`config.mk`:
```
export PLATFORM = sky130hd
export DESIGN_NAME = spi_char_slave
export DESIGN_NICKNAME = d
export VERILOG_FILES = /design/src/rtl/spi_slv_pkg.sv /design/src/rtl/spi_slv_sync.sv /design/src/rtl/spi_slv_rst_sync.sv /design/src/rtl/spi_slv_shifter.sv /design/src/rtl/spi_slv_regs.sv /design/src/rtl/spi_char_slave.sv
export SDC_FILE = /design/constraint.sdc
export NUM_CORES = 1
export LEC_CHECK = 0
export BUFFER_PORTS_ARGS = -buffer_cell sky130_fd_sc_hd__buf_2
export CORE_AREA = 3 3 64 66
export CTS_CLUSTER_SIZE = 16
export DETAILED_ROUTE_END_ITERATION = 12
export DIE_AREA = 0 0 67 69
export GPL_TIMING_DRIVEN = 0
export PLACE_DENSITY = 0.8
export RECOVER_POWER = 100
export SYNTH_ARGS = -nofsm -noshare
export SYNTH_HDL_FRONTEND = slang
export SYNTH_HIERARCHICAL = 1
export SYNTH_SLANG_ARGS = --single-unit
```
`constraint.sdc`:
```
create_clock -name clk -period 2.11 [get_ports clk]
set_input_delay 0.211 -clock clk [delete_from_list [all_inputs] [get_ports clk]]
set_output_delay 0.211 -clock clk [all_outputs]
set_load 0.005 [all_outputs]
```
`src/rtl/spi_slv_pkg.sv`:
```
`timescale 1ns/1ps
package spi_slv_pkg;
  localparam int unsigned ADDR_W = 2;

  typedef enum logic [ADDR_W-1:0] {
    REG_DATA = 2'd0,
    REG_MODE = 2'd1,
    REG_CTRL = 2'd2,
    REG_STAT = 2'd3
  } reg_addr_e;

  localparam int unsigned CTRL_IE_BIT  = 0;
  localparam int unsigned CTRL_GO_BIT  = 1;
  localparam int unsigned STAT_IRQ_BIT = 0;
  localparam int unsigned STAT_ABT_BIT = 1;

  typedef struct packed {
    logic done;
    logic abort;
  } shift_evt_t;
endpackage

```
`src/rtl/spi_slv_sync.sv`:
```
`timescale 1ns/1ps
// Multi-stage synchronizer for a bundle of slow asynchronous inputs.
module spi_slv_sync #(
  parameter int unsigned WIDTH  = 3,
  parameter int unsigned STAGES = 2,
  parameter logic [WIDTH-1:0] RESET_VAL = '0
) (
  input  logic             clk,
  input  logic             rst_n,
  input  logic [WIDTH-1:0] d,
  output logic [WIDTH-1:0] q
);
  logic [STAGES-1:0][WIDTH-1:0] stg_q;
  logic [STAGES-1:0][WIDTH-1:0] stg_n;

  always_comb begin
    stg_n = {stg_q[STAGES-2:0], d};
  end

  always_ff @(posedge clk or negedge rst_n) begin
    if (!rst_n) stg_q <= {STAGES{RESET_VAL}};
    else        stg_q <= stg_n;
  end

  assign q = stg_q[STAGES-1];
endmodule

```
`src/rtl/spi_slv_rst_sync.sv`:
```
`timescale 1ns/1ps
// Asynchronous assert, synchronous release.
module spi_slv_rst_sync #(
  parameter int unsigned STAGES = 2
) (
  input  logic clk,
  input  logic rst_n,
  output logic rst_sync_n
);
  logic [STAGES-1:0] chain_q;

  always_ff @(posedge clk or negedge rst_n) begin
    if (!rst_n) chain_q <= '0;
    else        chain_q <= {chain_q[STAGES-2:0], 1'b1};
  end

  assign rst_sync_n = chain_q[STAGES-1];
endmodule

```
`src/rtl/spi_slv_shifter.sv`:
```
`timescale 1ns/1ps
// Serial shift engine: edge detection, bit counting, abort detection.
module spi_slv_shifter
  import spi_slv_pkg::*;
#(
  parameter int unsigned DATA_W = 8,
  parameter int unsigned LEN_W  = $clog2(DATA_W),
  parameter int unsigned CNT_W  = $clog2(DATA_W + 1)
) (
  input  logic              clk,
  input  logic              rst_n,
  input  logic              sck_s,
  input  logic              ss_n_s,
  input  logic              mosi_s,
  input  logic [DATA_W-1:0] tx_data,
  input  logic [LEN_W-1:0]  char_len,
  output logic              miso,
  output logic [DATA_W-1:0] rx_data,
  output shift_evt_t        evt,
  output logic              sel,
  output logic              sck_fall,
  output logic              ss_fall,
  output logic              ss_rise,
  output logic [CNT_W-1:0]  bit_cnt
);
  logic              sck_q, ss_q;
  logic              sck_rise;
  logic [DATA_W-1:0] shift_q, shift_n;
  logic [CNT_W-1:0]  cnt_q, cnt_n;
  logic              miso_q, miso_n;
  logic [CNT_W-1:0]  len_eff;
  logic              last_bit;

  assign sck_rise = sck_s & ~sck_q;
  assign sck_fall = ~sck_s & sck_q;
  assign sel      = ~ss_n_s;
  assign ss_fall  = ~ss_n_s & ss_q;
  assign ss_rise  = ss_n_s & ~ss_q;

  assign len_eff  = (char_len == '0) ? CNT_W'(DATA_W) : CNT_W'(char_len);
  assign last_bit = (cnt_q == (len_eff - CNT_W'(1)));
  assign rx_data  = {shift_q[DATA_W-2:0], mosi_s};

  always_comb begin
    shift_n   = shift_q;
    cnt_n     = cnt_q;
    miso_n    = miso_q;
    evt.done  = 1'b0;
    evt.abort = 1'b0;
    if (ss_fall) begin
      shift_n = tx_data;
      cnt_n   = '0;
      miso_n  = tx_data[DATA_W-1];
    end else if (ss_rise) begin
      cnt_n     = '0;
      evt.abort = (cnt_q != '0);
    end else if (sel) begin
      if (sck_rise) begin
        if (last_bit) begin
          evt.done = 1'b1;
          shift_n  = tx_data;
          cnt_n    = '0;
        end else begin
          shift_n = {shift_q[DATA_W-2:0], mosi_s};
          cnt_n   = cnt_q + CNT_W'(1);
        end
      end else if (sck_fall) begin
        miso_n = shift_q[DATA_W-1];
      end
    end
  end

  always_ff @(posedge clk or negedge rst_n) begin
    if (!rst_n) begin
      sck_q   <= 1'b0;
      ss_q    <= 1'b1;
      shift_q <= '0;
      cnt_q   <= '0;
      miso_q  <= 1'b0;
    end else begin
      sck_q   <= sck_s;
      ss_q    <= ss_n_s;
      shift_q <= shift_n;
      cnt_q   <= cnt_n;
      miso_q  <= miso_n;
    end
  end

  assign miso    = sel & miso_q;
  assign bit_cnt = cnt_q;
endmodule

```
`src/rtl/spi_slv_regs.sv`:
```
`timescale 1ns/1ps
// Register file: transmit holding, receive latch, mode, control, status.
module spi_slv_regs
  import spi_slv_pkg::*;
#(
  parameter int unsigned DATA_W = 8,
  parameter int unsigned LEN_W  = $clog2(DATA_W)
) (
  input  logic              clk,
  input  logic              rst_n,
  input  logic              wr,
  input  logic [ADDR_W-1:0] addr,
  input  logic [DATA_W-1:0] wdata,
  input  shift_evt_t        evt,
  input  logic [DATA_W-1:0] rx_in,
  output logic [DATA_W-1:0] rdata,
  output logic [DATA_W-1:0] tx_data,
  output logic [LEN_W-1:0]  char_len,
  output logic              irq,
  output logic              abort_flag
);
  logic [DATA_W-1:0] tx_q, tx_n, rx_q, rx_n;
  logic [LEN_W-1:0]  len_q, len_n;
  logic              ie_q, ie_n, irq_q, irq_n, abt_q, abt_n;
  logic              wr_data, wr_mode, wr_ctrl, wr_stat;
  logic              force_irq, irq_set, irq_clr, abt_clr;
  reg_addr_e         addr_e;

  assign addr_e  = reg_addr_e'(addr);
  assign wr_data = wr && (addr_e == REG_DATA);
  assign wr_mode = wr && (addr_e == REG_MODE);
  assign wr_ctrl = wr && (addr_e == REG_CTRL);
  assign wr_stat = wr && (addr_e == REG_STAT);

  assign force_irq = wr_ctrl && wdata[CTRL_GO_BIT];
  assign irq_clr   = wr_stat && wdata[STAT_IRQ_BIT];
  assign abt_clr   = wr_stat && wdata[STAT_ABT_BIT];
  assign irq_set   = ((evt.done || evt.abort) && ie_q) || force_irq;

  always_comb begin
    tx_n  = wr_data ? wdata : tx_q;
    rx_n  = evt.done ? rx_in : rx_q;
    len_n = wr_mode ? wdata[LEN_W-1:0] : len_q;
    ie_n  = wr_ctrl ? wdata[CTRL_IE_BIT] : ie_q;
    irq_n = irq_set | (irq_q & ~irq_clr);
    abt_n = evt.abort | (abt_q & ~abt_clr);
  end

  always_ff @(posedge clk or negedge rst_n) begin
    if (!rst_n) begin
      tx_q  <= '0;
      rx_q  <= '0;
      len_q <= '0;
      ie_q  <= 1'b0;
      irq_q <= 1'b0;
      abt_q <= 1'b0;
    end else begin
      tx_q  <= tx_n;
      rx_q  <= rx_n;
      len_q <= len_n;
      ie_q  <= ie_n;
      irq_q <= irq_n;
      abt_q <= abt_n;
    end
  end

  always_comb begin
    unique case (addr_e)
      REG_DATA: rdata = rx_q;
      REG_MODE: rdata = {{(DATA_W-LEN_W){1'b0}}, len_q};
      REG_CTRL: rdata = {{(DATA_W-1){1'b0}}, ie_q};
      REG_STAT: rdata = {{(DATA_W-2){1'b0}}, abt_q, irq_q};
      default:  rdata = '0;
    endcase
  end

  assign tx_data    = tx_q;
  assign char_len   = len_q;
  assign irq        = irq_q;
  assign abort_flag = abt_q;
endmodule

```
`src/rtl/spi_char_slave.sv`:
```
`timescale 1ns/1ps
// Top: SPI slave with variable character length and abort detection.
module spi_char_slave
  import spi_slv_pkg::*;
#(
  parameter int unsigned DATA_W      = 8,
  parameter int unsigned SYNC_STAGES = 2,
  localparam int unsigned LEN_W      = $clog2(DATA_W),
  localparam int unsigned CNT_W      = $clog2(DATA_W + 1)
) (
  input  logic              clk,
  input  logic              rst_n,
  input  logic              sck_i,
  input  logic              ss_n_i,
  input  logic              mosi_i,
  output logic              miso_o,
  input  logic              reg_wr_i,
  input  logic [1:0]        reg_addr_i,
  input  logic [DATA_W-1:0] reg_wdata_i,
  output logic [DATA_W-1:0] reg_rdata_o,
  output logic              irq_o
);
  logic              rst_sync_n;
  logic [2:0]        pins_s;
  logic              sck_s, ss_n_s, mosi_s;
  logic [DATA_W-1:0] tx_data, rx_data;
  logic [LEN_W-1:0]  char_len;
  shift_evt_t        evt;
  logic              sel, sck_fall, ss_fall, ss_rise;
  logic [CNT_W-1:0]  bit_cnt;
  logic              abort_flag;

  spi_slv_rst_sync #(.STAGES(2)) u_rst (
    .clk        (clk),
    .rst_n      (rst_n),
    .rst_sync_n (rst_sync_n)
  );

  spi_slv_sync #(
    .WIDTH     (3),
    .STAGES    (SYNC_STAGES),
    .RESET_VAL (3'b010)
  ) u_sync (
    .clk   (clk),
    .rst_n (rst_sync_n),
    .d     ({sck_i, ss_n_i, mosi_i}),
    .q     (pins_s)
  );
  assign {sck_s, ss_n_s, mosi_s} = pins_s;

  spi_slv_shifter #(.DATA_W(DATA_W)) u_shift (
    .clk      (clk),
    .rst_n    (rst_sync_n),
    .sck_s    (sck_s),
    .ss_n_s   (ss_n_s),
    .mosi_s   (mosi_s),
    .tx_data  (tx_data),
    .char_len (char_len),
    .miso     (miso_o),
    .rx_data  (rx_data),
    .evt      (evt),
    .sel      (sel),
    .sck_fall (sck_fall),
    .ss_fall  (ss_fall),
    .ss_rise  (ss_rise),
    .bit_cnt  (bit_cnt)
  );

  spi_slv_regs #(.DATA_W(DATA_W)) u_regs (
    .clk        (clk),
    .rst_n      (rst_sync_n),
    .wr         (reg_wr_i),
    .addr       (reg_addr_i),
    .wdata      (reg_wdata_i),
    .evt        (evt),
    .rx_in      (rx_data),
    .rdata      (reg_rdata_o),
    .tx_data    (tx_data),
    .char_len   (char_len),
    .irq        (irq_o),
    .abort_flag (abort_flag)
  );
endmodule

```
Word level (Yosys, flattened, before mapping)
Index checks and enable logic that the tools add are counted.
- register bits: 45
- logic and storage cells: 81
- bitwise operators: 15
- add/subtract/negate cells: 2
- multiplexer cells: 23
- equal/unequal tests: 8
- reductions and logical operators: 19
- operators with widths (operator ; number):
    $mux W8 ; 5
    $pmux W8 S4 ; 1
    $mux W4 ; 6
    $mux W1 ; 10
    $logic_and A1 B1 Y1 ; 8
    $and A1 B1 Y1 ; 7
    $ne A2 B2 Y1 const B ; 3
    $not A1 Y1 ; 6
    $add A4 B1 Y4 const B ; 1
    $eq A2 B2 Y1 const B ; 2
    $eq A4 B4 Y1 ; 1
    $reduce_and A4 Y1 ; 1
    $reduce_bool A2 Y1 ; 2
    $reduce_bool A4 Y1 ; 1
    $sub A4 B1 Y4 const B ; 1
    $logic_not A3 Y1 ; 1
    $ne A3 B3 Y1 const B ; 1
    $reduce_and A3 Y1 ; 1
    $reduce_bool A3 Y1 ; 1
    $eq A2 B1 Y1 const B ; 1
    $logic_not A2 Y1 ; 1
    $logic_or A1 B1 Y1 ; 2
    $mux W2 ; 1
    $or A1 B1 Y1 ; 2
    $reduce_and A2 Y1 ; 1

Depth between registers and ports, before layout
- word-level depth: 13
- depth in mapped cells: 8
- gate-level depth less buffers: 7

Modules after synthesis
The synthesis kept the hierarchy.
- modules (own cells, without submodules) (module ; cells each ; instances ; area each (sq um)):
    spi_slv_regs ; 67 ; 1 ; 967.2
    spi_slv_shifter ; 98 ; 1 ; 957.2
    spi_slv_sync ; 6 ; 1 ; 152.6
    spi_slv_rst_sync ; 3 ; 1 ; 53.8

Worst setup path before layout
Ideal clock, no wire load.
- path kind: register to register
- start point: reg u_sync.stg_q, in the netlist u_sync/q[1]
- end point: reg u_shift.cnt_q[3], in the netlist u_shift/bit_cnt[3]
- cell stages (with the launch flop): 7
- path slack: 0.121 ns
- clock period less this slack: 1.989 ns
- required time: 2.034 ns
- path buffers: 0
- data arrival time: 1.913 ns
- cell sequence: dfstp_2 -> inv_1 -> ha_1 -> or2_2 -> a41o_1 -> or4_1 -> o21ai_1
- word-level cells in the longest chain between the ends: 4
- ends and longest elaborated chain (element ; RTL line ; source):
    start: declaration ; spi_slv_sync.sv:13 ; logic [STAGES-1:0][WIDTH-1:0] stg_q;
    start signal: assignment ; spi_slv_sync.sv:21 ; if (!rst_n) stg_q <= {STAGES{RESET_VAL}};
    start signal: assignment ; spi_slv_sync.sv:22 ; else stg_q <= stg_n;
    $not A1 Y1 (*) ; -- ;
    named net sel ; spi_char_slave.sv:29 ; logic sel, sck_fall, ss_fall, ss_rise;
    $and A1 B1 Y1 (*) ; spi_slv_shifter.sv:37 ; assign ss_fall = ~ss_n_s & ss_q;
    named net ss_fall ; spi_char_slave.sv:29 ;
    $ne A3 B3 Y1 (no source line) or $reduce_bool A3 Y1 (tied branches) ; -- ;
    $reduce_and A2 Y1 (no source line) ; -- ;
    end signal: assignment ; spi_slv_shifter.sv:84 ; cnt_q <= cnt_n;
    end: declaration ; spi_slv_shifter.sv:29 ; logic [CNT_W-1:0] cnt_q, cnt_n;
Mark *: on every way through the listed nets, which the timed path passes. The rest lies on a longest branch.
A chain may end at the register's enable or synchronous reset.

Final worst setup path
Same ends and word-level chain as after synthesis.

==> reports/qor.txt <==
Clock Tree Buf Depth - 2
Clock-pin transition on the worst setup and hold timing paths - 0.08 ns
NumNets Final - 232
Worst Tran Pin Value - 1.65 ns
Die area - 4620 sq um
Multi-input logic area - 891 sq um
Tightest Hold Check Type - in -> reg
Vias/cell - 5.52
Setup crit start kind - register
RSZ-0062 raised after global routing - false
PD cells - 1110 nW/um^2
Fmax - 497 MHz
Synthesized cell area - 2120 sq um
Gr usage total - 18.7%
Vias in the first global route - 1437
Share of layout cells above drive strength 1 - 35.5%
Chip width - 67 um
Critical Setup Path Class - reg -> reg
Top-level I/O count - 26
CP required - 2.34 ns
Reg2reg setup slack - 0.1 ns
WL/cell - 15.1 um
First-pass GRT wire length - 6470 um
Max_slew headroom - -9.71%
Gr ovfl total - 0
Synthesized area per cell - 12.3 sq um
Die Ht - 69 um
Final Power - 0.00277 W
Net Sw Power - 0.000786 W
Combinational share of power - 27.0%
CTS Sinks - 45
Lkg Pwr - 1.17 nW
Final Worst Setup Slack - 0.0976 ns
HPWL Detailed - 2710 um
Worst r2r src - u_sync/q[1]
Max-slew violations - 44
Largest net degree at the start of global routing - 44
Worst Hold Endpoint - u_sync/stg_n[3]
CTS buffer count - 5
Hold path start - mosi_i
Ys Warns - 6
Max Cap Viol - 1
Post-Route WL - 3910 um
Crit path DAT - 2.24 ns
Status - finished, violations left
Place WS - -0.0649 ns
Clk root buf - clkbuf_8
Switching part of the total - 28.4%
DR pass1 iterations - 4
Final Critical Period - 2.01 ns
Tcrit/Tclk final - 95.4%
Worst-path maximum fanout - 6
Clock power frac - 27.2%
Clock Latency Late Sink - 0.30 ns
Num rows - 22
Max VDD drop - 0.734 mV
Fill cells - 285
Final Hold Violating Endpoints - 0
Initial DRC count - 48
Number of port buffers - 25
Minimum hold slack - 0.0146 ns
GP Congestion - 0.705
Final count of negative-setup-slack endpoints - 0
Post-route ant nets - 0
Cell area after layout - 2490 sq um
Hold Crit Depth - 1
ANT cells - 0
Most frequent cells in the layout - dfrtp_1, buf_2, mux2_2
Layout Skew - 0.00559 ns
Dpl cell area - 2310 sq um
H-tree depth - 2
Sequential cell area - 1130 sq um
Seq pwr share - 45.9%
Synthesized net count - 195
Final Util - 68.5%
Core ar. - 3630 sq um
CP Capture Type - register
DR vias - 1429
Synth Instances - 173
Internal power - 0.00198 W
Starting Density - 58.5%
CTS tree - done
DRC errors left - 0
Area Growth Syn to Fin - 17.1%
Initial antenna violation count - 0
Failing checks - max-capacitance violations, max-slew violations
R2R Path End - u_shift/bit_cnt[3]
Most common cell after layout, fill and taps aside - dfrtp_1
Worst r2r path cells - 6
-- final cells by class --
class,count,share of cell area (%)
buffer,12,3.27
clock buffer,5,2.77
clock inverter,3,2.61
inverter,10,1.51
multi-input combinational,106,35.8
sequential,45,45.4
tap,48,2.41
timing repair buffer,30,6.23
-- sequential cells by signal (all words and copies together), names as in the netlist --
name / cells
u_shift/miso_q: 1
u_regs/tx_data: 8
u_shift/shift_q: 8
u_regs/irq: 1
u_sync/stg_n: 3
u_shift/bit_cnt: 4
u_regs/rx_q: 8
u_shift/sck_q: 1
u_regs/abort_flag: 1
u_regs/char_len: 3
u_shift/ss_q: 1
u_sync/q: 3
u_rst/chain_q: 2
u_regs/ie_q: 1
-- critical path, cell delays in order, from the launching register on --
cell and delay [ns]:
dfstp_1 0.57, inv_1 0.06, ha_2 0.23, or2_4 0.26
a41o_1 0.26, or4_1 0.47, o21ai_1 0.09
-- worst max-delay path by stage --
| stage | startpoint | endpoint | slack, ns | cells past startpoint |
|---|---|---|---|---|
| final | u_sync/q[1] | u_shift/bit_cnt[3] | 0.1 | 6 |
| after global placement | u_regs/char_len[0] | u_regs/rx_q[4] | -0.0005 | 7 |
| after CTS | u_shift/ss_q | u_shift/bit_cnt[3] | 0.04 | 6 |
| after detailed placement | u_regs/char_len[0] | u_regs/rx_q[5] | -0.06 | 7 |
| after global routing | u_regs/char_len[0] | u_shift/shift_q[7] | 0.007 | 7 |
| after floorplan | u_sync/q[1] | u_shift/bit_cnt[3] | 0.12 | 6 |
-- metal layers --
metal	up-vias	wire length (um)	track usage, %
met5	-	0	0
met2	42	2040	31.4
met3	6	217	6.03
met4	0	65	6.76
met1	708	1580	22.0
li1	673	-	-
-- timing repair --
| action | in CTS | in global routing |
|---|---|---|
| gates resized for setup | 6 | 2 |
| gates cloned | 1 | 0 |
| hold buffers | 2 | 0 |
| endpoints found under the setup margin | 9 | 14 |
| pin swaps | 2 | 0 |
| hold endpoints to repair | 3 | 0 |
| setup buffers | 2 | 0 |
-- stage by stage --
stage,TNS [ns],cells
after CTS,0,259
after detailed placement,-0.460,246
final,0,259
after floorplan,0,173
after global routing,0,259
after global placement,-0.000846,246
-- power groups by stage --
stage / logic (W) / registers, W / clock network [W]
6_report: 0.000746 / 0.00127 / 0.000752
5_1_grt: 0.000819 / 0.00130 / 0.000811
4_1_cts: 0.000753 / 0.00127 / 0.000768
3_5_place_dp: 0.000703 / 0.00129 / 0
3_3_place_gp: 0.000667 / 0.00127 / 0
2_1_floorplan: 0.000567 / 0.00122 / 0
No activity file was read; power rests on OpenSTA's default activity.
